$ cat src/rtl/useq_pkg.sv
package useq_pkg;
  localparam int UADDR_W     = 7;
  localparam int UOP_W       = 5;
  localparam int OPC_W       = 4;
  localparam int COND_W      = 2;
  localparam int FETCH_LINES = 4;
  localparam int TABLE_BASE  = FETCH_LINES;
  localparam int OPC_COUNT   = 2 ** OPC_W;
  localparam int SLOT_LINES  = 6;
  localparam int ROUT_BASE   = TABLE_BASE + OPC_COUNT;
  localparam int STORE_END   = ROUT_BASE + OPC_COUNT * SLOT_LINES;
  localparam int OPC_HALT    = 7;
  localparam int OPC_SKIP    = 8;

  typedef logic [UOP_W-1:0] uop_t;

  localparam uop_t U_NOP       = 5'd0;
  localparam uop_t U_MAR_PC    = 5'd1;
  localparam uop_t U_IR_MEM    = 5'd2;
  localparam uop_t U_PC_INC    = 5'd3;
  localparam uop_t U_MAR_IRX   = 5'd4;
  localparam uop_t U_MBR_MEM   = 5'd5;
  localparam uop_t U_AC_MBR    = 5'd6;
  localparam uop_t U_AC_ADD    = 5'd7;
  localparam uop_t U_AC_SUB    = 5'd8;
  localparam uop_t U_MBR_AC    = 5'd9;
  localparam uop_t U_MEM_MBR   = 5'd10;
  localparam uop_t U_AC_IN     = 5'd11;
  localparam uop_t U_OUT_AC    = 5'd12;
  localparam uop_t U_AC_CLR    = 5'd13;
  localparam uop_t U_PC_IRX    = 5'd14;
  localparam uop_t U_MAR_MBR   = 5'd15;
  localparam uop_t U_MBR_PC    = 5'd16;
  localparam uop_t U_PC_MBR    = 5'd17;
  localparam uop_t U_MBR_IRX   = 5'd18;
  localparam uop_t U_AC_INCMBR = 5'd19;
  localparam uop_t U_PC_AC     = 5'd20;
  localparam uop_t S_DISPATCH  = 5'd30;
  localparam uop_t S_COND      = 5'd31;

  typedef struct packed {
    uop_t               op1;
    uop_t               op2;
    logic               jmp;
    logic [UADDR_W-1:0] dest;
  } uword_t;

  function automatic uword_t mk_word(uop_t a, uop_t b, logic j, int d);
    uword_t w;
    w.op1  = a;
    w.op2  = b;
    w.jmp  = j;
    w.dest = UADDR_W'(d);
    return w;
  endfunction

  // Builds the control-store line at address a.
  function automatic uword_t rom_word(int a);
    uword_t w;
    uop_t   s1 [SLOT_LINES];
    uop_t   s2 [SLOT_LINES];
    int     n;
    int     op;
    int     ln;
    int     base;
    for (int i = 0; i < SLOT_LINES; i++) begin
      s1[i] = U_NOP;
      s2[i] = U_NOP;
    end
    n = 1;
    w = mk_word(U_NOP, U_NOP, 1'b1, 0);
    if (a < FETCH_LINES) begin
      case (a)
        0:       w = mk_word(U_MAR_PC, U_NOP, 1'b0, 0);
        1:       w = mk_word(U_IR_MEM, U_NOP, 1'b0, 0);
        2:       w = mk_word(U_PC_INC, U_NOP, 1'b0, 0);
        default: w = mk_word(U_NOP, S_DISPATCH, 1'b0, 0);
      endcase
    end else if (a < ROUT_BASE) begin
      w = mk_word(U_NOP, U_NOP, 1'b1, ROUT_BASE + SLOT_LINES * (a - TABLE_BASE));
    end else if (a < STORE_END) begin
      op   = (a - ROUT_BASE) / SLOT_LINES;
      ln   = (a - ROUT_BASE) % SLOT_LINES;
      base = a - ln;
      case (op)
        0: begin
          s1[0] = U_MBR_PC;    s2[0] = U_MAR_IRX;
          s1[1] = U_MEM_MBR;   s2[1] = U_MBR_IRX;
          s1[2] = U_AC_INCMBR; s1[3] = U_PC_AC;   n = 4;
        end
        1: begin s1[0] = U_MAR_IRX; s1[1] = U_MBR_MEM; s1[2] = U_AC_MBR; n = 3; end
        2: begin s1[0] = U_MAR_IRX; s2[0] = U_MBR_AC;  s1[1] = U_MEM_MBR; n = 2; end
        3: begin s1[0] = U_MAR_IRX; s1[1] = U_MBR_MEM; s1[2] = U_AC_ADD; n = 3; end
        4: begin s1[0] = U_MAR_IRX; s1[1] = U_MBR_MEM; s1[2] = U_AC_SUB; n = 3; end
        5:  s1[0] = U_AC_IN;
        6:  s1[0] = U_OUT_AC;
        9:  s1[0] = U_PC_IRX;
        10: s1[0] = U_AC_CLR;
        11: begin
          s1[0] = U_MAR_IRX; s1[1] = U_MBR_MEM; s1[2] = U_MAR_MBR;
          s1[3] = U_MBR_MEM; s1[4] = U_AC_ADD;  n = 5;
        end
        12: begin s1[0] = U_MAR_IRX; s1[1] = U_MBR_MEM; s1[2] = U_PC_MBR; n = 3; end
        13: begin
          s1[0] = U_MAR_IRX; s1[1] = U_MBR_MEM; s1[2] = U_MAR_MBR;
          s1[3] = U_MBR_MEM; s1[4] = U_AC_MBR;  n = 5;
        end
        14: begin
          s1[0] = U_MAR_IRX; s1[1] = U_MBR_MEM; s1[2] = U_MAR_MBR;
          s1[3] = U_MBR_AC;  s1[4] = U_MEM_MBR; n = 5;
        end
        default: n = 1;
      endcase
      if (op == OPC_HALT) begin
        w = (ln == 0) ? mk_word(U_NOP, U_NOP, 1'b1, a) : mk_word(U_NOP, U_NOP, 1'b1, 0);
      end else if (op == OPC_SKIP) begin
        case (ln)
          0:       w = mk_word(U_NOP, S_COND, 1'b1, base + 2);
          1:       w = mk_word(U_NOP, U_NOP, 1'b1, 0);
          2:       w = mk_word(U_PC_INC, U_NOP, 1'b1, 0);
          default: w = mk_word(U_NOP, U_NOP, 1'b1, 0);
        endcase
      end else if (ln < n) begin
        w = mk_word(s1[ln], s2[ln], (ln == n - 1), 0);
      end
    end
    return w;
  endfunction
endpackage

$ cat src/rtl/useq_store.sv
module useq_store
  import useq_pkg::*;
#(
  parameter int AW = UADDR_W
) (
  input  logic [AW-1:0] addr,
  output uword_t        word
);
  localparam int DEPTH = 2 ** AW;

  uword_t tbl [DEPTH];

  for (genvar g = 0; g < DEPTH; g++) begin : g_line
    assign tbl[g] = rom_word(g);
  end

  assign word = tbl[addr];
endmodule

$ cat src/rtl/useq_next.sv
module useq_next
  import useq_pkg::*;
#(
  parameter int AW = UADDR_W,
  parameter int OW = OPC_W,
  parameter int CW = COND_W
) (
  input  logic [AW-1:0] addr,
  input  uword_t        word,
  input  logic [OW-1:0] opcode,
  input  logic [CW-1:0] cond,
  input  logic          ac_neg,
  input  logic          ac_zero,
  output logic [AW-1:0] nxt,
  output logic          cond_hit
);
  always_comb begin
    case (cond)
      2'b00:   cond_hit = ac_neg;
      2'b01:   cond_hit = ac_zero;
      2'b10:   cond_hit = !ac_neg && !ac_zero;
      default: cond_hit = 1'b0;
    endcase
  end

  always_comb begin
    if (word.op2 == S_DISPATCH) begin
      nxt = AW'(TABLE_BASE) + AW'(opcode);
    end else if (word.jmp && (word.op2 == S_COND)) begin
      nxt = cond_hit ? word.dest : addr + AW'(1);
    end else if (word.jmp) begin
      nxt = word.dest;
    end else begin
      nxt = addr + AW'(1);
    end
  end
endmodule

$ cat src/rtl/useq_ctrl.sv
module useq_ctrl
  import useq_pkg::*;
(
  input  logic               clk,
  input  logic               rst_n,
  input  logic [OPC_W-1:0]   ir_opcode,
  input  logic [COND_W-1:0]  ir_cond,
  input  logic               ac_neg,
  input  logic               ac_zero,
  output logic [UOP_W-1:0]   uop1,
  output logic [UOP_W-1:0]   uop2,
  output logic [UADDR_W-1:0] uaddr
);
  localparam int HALT_LINE = ROUT_BASE + SLOT_LINES * OPC_HALT;

  logic [1:0]         rst_pipe;
  logic               rst_ok;
  logic [UADDR_W-1:0] upc_q;
  logic [UADDR_W-1:0] upc_d;
  uword_t             cur;
  logic               hit;

  always_ff @(posedge clk or negedge rst_n) begin
    if (!rst_n) rst_pipe <= 2'b00;
    else        rst_pipe <= {rst_pipe[0], 1'b1};
  end
  assign rst_ok = rst_pipe[1];

  useq_store #(.AW(UADDR_W)) u_store (
    .addr (upc_q),
    .word (cur)
  );

  useq_next #(.AW(UADDR_W), .OW(OPC_W), .CW(COND_W)) u_next (
    .addr     (upc_q),
    .word     (cur),
    .opcode   (ir_opcode),
    .cond     (ir_cond),
    .ac_neg   (ac_neg),
    .ac_zero  (ac_zero),
    .nxt      (upc_d),
    .cond_hit (hit)
  );

  always_ff @(posedge clk or negedge rst_ok) begin
    if (!rst_ok) upc_q <= '0;
    else         upc_q <= upc_d;
  end

  assign uaddr = upc_q;
  assign uop1  = cur.op1;
  assign uop2  = cur.op2;


  fetch_step_chk: assert property (@(posedge clk) disable iff (!rst_ok)
    (uaddr < UADDR_W'(FETCH_LINES - 1)) |=> (uaddr == $past(uaddr) + UADDR_W'(1)));


  dispatch_chk: assert property (@(posedge clk) disable iff (!rst_ok)
    (uaddr == UADDR_W'(FETCH_LINES - 1)) |=>
      (uaddr == UADDR_W'(TABLE_BASE) + UADDR_W'($past(ir_opcode))));


  table_chk: assert property (@(posedge clk) disable iff (!rst_ok)
    (uaddr >= UADDR_W'(TABLE_BASE) && uaddr < UADDR_W'(ROUT_BASE)) |=>
      (uaddr >= UADDR_W'(ROUT_BASE) &&
       ((uaddr - UADDR_W'(ROUT_BASE)) % UADDR_W'(SLOT_LINES)) == '0));


  no_jump_step_chk: assert property (@(posedge clk) disable iff (!rst_ok)
    (!cur.jmp && cur.op2 != S_DISPATCH) |=> (uaddr == $past(uaddr) + UADDR_W'(1)));


  skip_fail_chk: assert property (@(posedge clk) disable iff (!rst_ok)
    (cur.jmp && cur.op2 == S_COND && !hit) |=> (uaddr == $past(uaddr) + UADDR_W'(1)));


  skip_take_chk: assert property (@(posedge clk) disable iff (!rst_ok)
    (cur.jmp && cur.op2 == S_COND && hit) |=> (uop1 == U_PC_INC));


  halt_hold_chk: assert property (@(posedge clk) disable iff (!rst_ok)
    (uaddr == UADDR_W'(HALT_LINE)) |=> $stable(uaddr));


  addr_range_chk: assert property (@(posedge clk) disable iff (!rst_ok)
    uaddr < UADDR_W'(STORE_END));
endmodule

$ cat config.mk
export PLATFORM = sky130hd
export DESIGN_NAME = useq_ctrl
export DESIGN_NICKNAME = d
export VERILOG_FILES = /design/src/rtl/useq_pkg.sv /design/src/rtl/useq_store.sv /design/src/rtl/useq_next.sv /design/src/rtl/useq_ctrl.sv
export SDC_FILE = /design/constraint.sdc
export NUM_CORES = 1
export LEC_CHECK = 0
export BUFFER_PORTS_ARGS = -buffer_cell sky130_fd_sc_hd__clkbuf_2
export CAP_MARGIN = 25
export CELL_PAD_IN_SITES_DETAIL_PLACEMENT = 1
export CELL_PAD_IN_SITES_GLOBAL_PLACEMENT = 2
export CORE_UTILIZATION = 36
export CTS_BUF_LIST = sky130_fd_sc_hd__clkbuf_8
export DETAILED_ROUTE_END_ITERATION = 8
export GPL_TIMING_DRIVEN = 0
export PLACE_DENSITY_LB_ADDON = 0.1
export SYNTH_ARGS = -nofsm -noshare
export SYNTH_HDL_FRONTEND = slang
export SYNTH_SLANG_ARGS = --single-unit
$ cat constraint.sdc
create_clock -name clk -period 4.7 [get_ports clk]
set_clock_uncertainty 0.05 [all_clocks]
set_input_delay 0.235 -clock clk [delete_from_list [all_inputs] [get_ports clk]]
set_output_delay 0.235 -clock clk [all_outputs]
set_load 0.05 [all_outputs]
---- Word level (Yosys, flattened, before mapping) ----
Memories as Yosys holds them, arrays and structs flattened.
Index checks and enable logic that the tools add are counted.
storage, ports and cells
  flip-flop bits (word level) ............. 9
  memory bits (read-only) ................. 2304
  input port bits ......................... 10
  output and inout port bits .............. 17
  word-level logic and storage cells ...... 23
  memories ................................ 1
memories
  memory            words  bits a word  rd ports  clocked after memory_dff  wr ports  line              source
  (name not given)  128    18           1         0                         0         useq_store.sv:17  assign word = tbl[addr];
operators by class
  $add $sub $neg .......................... 2
  order comparisons ....................... 1
  equal/unequal tests ..................... 4
  muxes and demuxes ....................... 7
  bitwise operators ....................... 1
  reductions and logical operators ........ 5
operator list
  kind                                           number
  2-to-1 mux 18 bit                              2
  2-to-1 mux 7 bit                               4
  == test 5 bit, second input constant           2
  >= comparator 8 bit, second input constant     1
  inverter 7 -> 8 bit                            1
  adder 7 x 1 -> 7 bit, second input constant    1
  adder 3 x 4 -> 5 bit, first input constant     1
  one-hot mux 1 bit (3 select lines)             1
  == test 2 x 1 -> 1 bit, second input constant  1
  == test 2 bit, second input constant           1
  logical AND 1 bit                              2
  zero test 1 bit                                2
  zero test 2 bit                                1

---- Logic depth before layout (Yosys ltp) ----
Gate-level depths: netlist of run 1.
  depth in word-level cells ............... 8
  mapped depth ............................ 10
  mapped depth without buffers ............ 8

---- Hierarchy ----
Synthesis of run 1 repeated with hierarchy kept, for this count alone.
second synthesis, totals
  cell total of the unflattened synthesis .. 250
  area, all modules ....................... 1819.2 um^2
by module, submodules not included
  module      times used  cells an instance  area each (um^2)  seq. area each (um^2)
  useq_store  1           169                1088.5            0.0
  useq_next   1           71                 501.7             0.0
  useq_ctrl   1           10                 229.0             225.2

---- Worst setup path after synthesis of run 1 ----
Ideal clock, no wire load.
  kind .................................... register to output
  from .................................... register upc_q[1], in the netlist uaddr[1]
  to ...................................... output port uop2[4]
  data arrival time ....................... 3.227 ns
  data required time ...................... 4.415 ns
  setup slack ............................. 1.188 ns
  cell stages (with the launch flop) ...... 7
  path through ............................ dfrtp_1 -> inv_1 -> ha_1 -> nand2_1 -> o41ai_1 -> a21boi_0 -> buf_4
on the way
  cells in the longest elaborated chain, start to end .. 4
RTL lines
  what                                                   line              source
  from (decl)                                            useq_ctrl.sv:18   logic [UADDR_W-1:0] upc_q;
  from (signal assigned)                                 useq_ctrl.sv:47   else upc_q <= upc_d;
  inverter 7 -> 8 bit (implied by the code)              useq_store.sv:17
  memory read (128 x 18 bit)                             -
  2-to-1 mux 18 bit (implied by the code) (2 in series)  useq_store.sv:17
  to (decl)                                              useq_ctrl.sv:11   output logic [UOP_W-1:0] uop2,
No other way between the ends. The select of a mux whose other input is x is not followed.

---- Worst setup path after layout of run 1 ----
  from .................................... register upc_q[0], in the netlist uaddr[0]
  to ...................................... output port uop1[0]
on the way
  cells in the longest elaborated chain, start to end .. 4
RTL lines
  what                                                   line              source
  inverter 7 -> 8 bit (implied by the code)              useq_store.sv:17
  memory read (128 x 18 bit)                             -
  2-to-1 mux 18 bit (implied by the code) (2 in series)  useq_store.sv:17
  to (decl)                                              useq_ctrl.sv:10   output logic [UOP_W-1:0] uop1,
No other way between the ends. The select of a mux whose other input is x is not followed.

==> results of run 1 <==
-- worst paths after layout --
check,from,end
max,uaddr[0],uop1[0]
min,rst_pipe[1],uaddr[4]
max reg2reg,uaddr[2],uaddr[3]
min reg2reg,rst_pipe[1],uaddr[4]
max in group asynchronous,rst_n,rst_pipe[0]
min in group clk,ir_opcode[0],uaddr[0]
-- flip-flops by register name, indices dropped and copies added, names as in the netlist --
register	flops
uaddr	7
rst_pipe	2
-- synth_stat cells, types with 2 or more instances --
library cell,count,area [um2]
nand4_1,3,18.8
o211ai_1,3,22.5
o41ai_2,2,32.5
o31ai_1,2,15.0
a31oi_1,5,31.3
ha_1,14,175
a21boi_0,2,15.0
buf_2,11,55.1
a21oi_1,13,65.1
o311ai_0,2,17.5
buf_4,3,22.5
nor3b_1,2,15.0
buf_1,3,11.3
dfrtp_1,9,225
nor2_1,17,63.8
nand3_1,6,30.0
o22a_1,3,26.3
and2_1,4,25.0
mux2i_1,8,80.1
nand2_1,15,56.3
xnor2_1,3,26.3
o21a_1,3,22.5
clkbuf_1,5,18.8
nor3_1,8,40.0
nand2b_1,9,56.3
nor4_1,3,18.8
a311oi_1,5,43.8
o21ai_1,5,25.0
inv_1,6,22.5
a211oi_1,4,30.0
o32a_1,2,20.0
nor2b_1,4,25.0
o21ai_0,12,60.1
-- cell type report --
| cell class | instances | share of cell area (%) |
|---|---|---|
| flip-flops and latches | 9 | 11.7 |
| well taps | 52 | 3.39 |
| multi-input cells | 185 | 67.6 |
| clock inverters | 1 | 0.261 |
| plain buffers | 23 | 6.19 |
| inverters | 7 | 1.37 |
| repair buffers | 27 | 7.30 |
| clock buffers | 3 | 2.15 |
-- routing by layer --
metal	part of all wire, %	global-route usage [%]
met1	46	38.7
met2	49	45.0
met3	4.9	3.46
met4	0.35	4.22
met5	0	0
-- through the flow --
step | area (um2) | hold slack [ps]
5_1_grt | 1920 | 94.7
2_1_floorplan | 1670 | -111
3_3_place_gp | 1860 | -29.5
3_5_place_dp | 1860 | -25.9
6_report | 1920 | 62.9
4_1_cts | 1920 | 71.6
-- kinds of logic after synthesis --
kind of cell	synth area share, %
AND/OR/NAND/NOR	25.6
AO/OA/AOI/OAI	34.5
buffers and inverters	8.70
adder cells (fa/ha/maj)	10.5
multiplexers	5.47
flip-flops	13.5
XOR/XNOR	1.57
other	0.225
-- placed cells by master, fill, tap and decap left out, types with 3 or more instances in the layout --
master / instances
o22a_1: 3
clkbuf_8: 3
and2_1: 4
a311oi_1: 5
nor3_1: 8
nand3_1: 6
nand2b_1: 9
o21a_1: 3
a211oi_1: 4
buf_1: 3
buf_2: 11
o21ai_0: 12
a21oi_1: 13
nor2_1: 17
buf_4: 3
inv_1: 6
xnor2_1: 3
ha_1: 14
clkbuf_2: 26
nand2_1: 15
o21ai_1: 5
a31oi_1: 5
clkbuf_1: 5
o211ai_1: 3
nand4_1: 3
nor2b_1: 4
mux2i_1: 8
nor4_1: 3
dfrtp_1: 9
==> results by group, run 1 <==
Floorplanning
  • Die Height: 70.1 um
  • Die area: 0.00491 mm2
  • Row cnt: 24
  • Boundary Pins: 27
  • Starting density of the core: 37.8%
  • Die X: 70.1 um
  • Core ar.: 0.00441 mm2

Global routing
  • First-pass GRT wire length: 10,600 um
  • Vias in the first global route: 1,932
  • Largest net degree at the start of global routing: 13
  • Antenna violations before repair: 0
  • Grt total ovfl: 0
  • Total track usage: 27.3%

Clock tree
  • Clock transition at the registers of the reported paths: 50 ps
  • Setup repair bufs after CTS: 0
  • CTS max path bufs: 2
  • TritonCTS clock tree: yes
  • Cts repair resizes: 0
  • Clk sinks: 9
  • TritonCTS buffer count: 3
  • Number of H-tree levels: 1
  • Hold Buf Count CTS: 1
  • Worst-Skew Late Latency: 240 ps
  • Root buf cell: clkbuf_8

Setup path
  • Buf/Inv on CP: 3
  • Critical Path Stages: 9
  • Critical path's most frequent cell: a211oi_1
  • Startpoint types: register
  • Crit Path Max Fanout: 10
  • Critical-path cell list: inv_1 > ha_1 > clkbuf_1 > and2_1 > mux2_2 > a211oi_1 > a211oi_1 > a31o_1 > clkbuf_2
  • Slowest-stage cell, CP: dfrtp_1
  • Critical Path AT: 2940 ps
  • Required @ worst endpoint: 4410 ps
  • Reg2Reg Depth: 10
  • Kind of critical path: reg -> out
  • Crit path max-delay family: buffers and inverters
  • CP peak stage delay: 550 ps
  • R2R setup slack: 1630 ps
  • Critical path endpoint category: output port

Run status
  • Status: completed

Finish
  • Share of post-route cells with drive strength above 1: 20.4%
  • Register Area: 225 um2
  • # nets final: 280
  • Fillcell total: 579
  • Fin cells: 307
  • Final Util: 43.5%
  • Diode count: 0
  • Multi-input logic area: 0.00130 mm2
  • Area Growth Syn to Fin: 15.1%

Yosys
  • Post-synth top flop: dfrtp_1
  • Net count after synthesis: 248
  • Mapped Cells: 224
  • Synth Register Bits: 9
  • Synth warnings: 0
  • Share of the yosys chip area belonging to registers: 13.5%
  • Count of cell types in the netlist: 61
  • Ys async rst share: 100%
  • Avg Synthesized Cell Area: 7.45 um2
  • Post-synth EDFFs: 0
  • Synthesized cell area: 0.00167 mm2

STA
  • Setup violations, final: 0
  • Final Worst Setup Slack: 1480 ps
  • Worst slew pin tran: 577 ps
  • Rel. slew slack: 61.6%
  • Hold Fails Final Rpt: 0
  • Post-route clock period utilization: 68.5%
  • Max-slew violation count: 0
  • Fin Setup TNS: 0 ps
  • Maximum clock rate: 0.310 GHz
  • RSZ-0062 raised after global routing: false
  • Final Critical Period: 3220 ps

Drt
  • Via count: 1,926
  • Post-DRT Antenna Nets: 0
  • Post-Route WL: 6300 um
  • Drt initial violations: 135
  • WL per Instance: 20.5 um
  • Drc violations: 0
  • Pre-antenna DRT Iters: 4
  • DR vias/cell: 6.27

Place
  • DP HPWL: 4630 um
  • Placed Cells: 302
  • GP Congestion: 0.841
  • Placement Setup Slack: 1660 ps
  • PortBufs: 26

Hold path
  • Hold Path Class: reg -> async

Run
  • Maxcap violations: 0
Power of run 1 is not shown: default switching activity piles up to over one toggle a cycle in this logic, so the estimate is an artifact.
==> run 2, diff against run 1 <==
ABC_AREA = 1   (was not set)
CORE_UTILIZATION = 30   (was 36)
clock period = 3.4 ns   (was 4.7 ns; I/O delays follow)
==> results by group, run 2 <==
Floorplanning
  • Row cnt: 25
  • Die area: 0.00536 mm2
  • Core ar.: 0.00479 mm2
  • Die Height: 73.2 um
  • Die X: 73.2 um
  • Starting density of the core: 31.8%
  • Boundary Pins: 27

Finish
  • Area Growth Syn to Fin: 17.7%
  • Max FFs per register: 7
  • Cell area after layout: 0.00179 mm2
  • Most frequent cells in the layout: 59 x nand2_1, 35 x nand3_1, 30 x inv_1
  • # nets final: 305
  • Diode count: 0
  • Share of post-route cells with drive strength above 1: 19.3%
  • Most common cell after layout, fill and taps aside: nand2_1

Clock tree
  • TritonCTS buffer count: 3
  • TritonCTS clock tree: yes
  • CTS max path bufs: 2
  • Clk sinks: 9
  • Clock transition at the registers of the reported paths: 40 ps
  • Setup repair bufs after CTS: 0
  • Worst-Skew Late Latency: 230 ps
  • Number of H-tree levels: 1
  • Hold Buf Count CTS: 1
  • Root buf cell: clkbuf_8
  • Cts repair resizes: 0

Global routing
  • First-pass GRT wire length: 9290 um
  • Met2 Use GR: 39.7%
  • Total track usage: 23.1%
  • Gr busiest metal: met2
  • Met1 Track Usage GR: 29.9%
  • Largest net degree at the start of global routing: 11
  • Grt total ovfl: 0
  • M3 GR Usage: 2.21%
  • Antenna violations before repair: 0
  • Vias in the first global route: 1,794

Yosys
  • Top cells by area, synth: dfrtp_1 15%, nand2_1 15%, ha_1 12%
  • Ys async rst share: 100%
  • Avg Synthesized Cell Area: 6.11 um2
  • Post-synth top cells: 59 x nand2_1, 35 x nand3_1, 29 x inv_1
  • Synth warnings: 0
  • Post-synth top flop: dfrtp_1
  • Synth Register Bits: 9
  • Mapped Cells: 249
  • Count leader, synth: nand2_1
  • Post-synth EDFFs: 0
  • Synthesized cell area: 0.00152 mm2
  • Share of the yosys chip area belonging to registers: 14.8%
  • Net count after synthesis: 273
  • Count of cell types in the netlist: 36
  • Share of the synthesized area in the top cell type: 14.8%
  • Area leader, netlist: dfrtp_1

STA
  • Post-route clock period utilization: 80.6%
  • Worst slew pin tran: 579 ps
  • Max-slew violation count: 0
  • Final Critical Period: 2740 ps
  • Rel. slew slack: 61.4%
  • Fin Setup TNS: 0 ps
  • RSZ-0062 raised after global routing: false
  • Hold Fails Final Rpt: 0
  • Maximum clock rate: 0.365 GHz
  • Setup violations, final: 0

Run
  • Maxcap violations: 0

Hold path
  • Hold Path Class: reg -> async

Run status
  • Status: completed

Setup path
  • Critical path endpoint category: output port
  • Critical Path AT: 2520 ps
  • Required @ worst endpoint: 3180 ps
  • R2R setup slack: 1000 ps
  • Crit Path Max Fanout: 10
  • Startpoint types: register
  • Kind of critical path: reg -> out

Drt
  • Post-DRT Antenna Nets: 0
  • Post-Route WL: 5730 um
  • WL per Instance: 16.5 um
  • Via count: 1,790
  • DR vias/cell: 5.16
  • Drc violations: 0
  • Pre-antenna DRT Iters: 4
  • Drt initial violations: 87

Place
  • Placed Area: 0.00174 mm2
  • GP Congestion: 0.839
  • DP HPWL: 4540 um
  • PortBufs: 26
## run 2: layer usage
| layer | up-vias | wire length, um |
|---|---|---|
| met5 | - | 0 |
| met4 | 0 | 100 |
| met3 | 10 | 212 |
| met2 | 37 | 2800 |
| met1 | 855 | 2620 |
| li1 | 888 | - |
## run 2: cell families after synthesis
kind of cell / synth area share (%)
and+or+nand+nor: 40.8
AOI/OAI and AO/OA: 19.0
buffers and inverters: 12.5
adders and majority gates: 11.5
DFF: 14.8
xor gates and xnor gates: 1.15
other: 0.246
## run 2: worst paths after layout
kind | from | to | cells after the start
setup / recovery | uaddr[1] | uop1[0] | 9
hold / removal | rst_pipe[1] | uaddr[2] | 0
setup reg to reg | uaddr[1] | uaddr[1] | 12
hold reg to reg | rst_pipe[1] | uaddr[2] | 0
max in group asynchronous | rst_n | rst_pipe[1] | 2
min in group clk | ir_opcode[1] | uaddr[1] | 3
## run 2: worst max-delay path, stage by stage (launching register included)
cell      delay, ps
dfrtp_1         590
inv_1           310
ha_1            430
nand2_1          90
a31oi_1         190
o21ai_0         120
a21oi_1         130
o21ai_0          90
nand2_1          80
clkbuf_2        270
## run 2: cell type report
cell class              instances  area (um2)
plain buffers                  10        66.3
well taps                      67        83.8
clock buffers                   3        41.3
repair buffers                 27         140
inverters                      33         124
fillers                       677        3000
clock inverters                 1        3.75
multi-input cells             197        1110
flip-flops and latches          9         225
## run 2: per-stage QoR
step	utilization, %	hold WS, ps	instances	setup WS [ps]
final	37.4	51.3	347	659
after global routing	37.4	84.4	347	523
after CTS	37.4	63.4	347	674
after detailed placement	36.3	-91.1	342	930
after global placement	36.3	-94.1	342	868
after floorplan	-	-176	249	720
Power of run 2 is left out for the same reason.
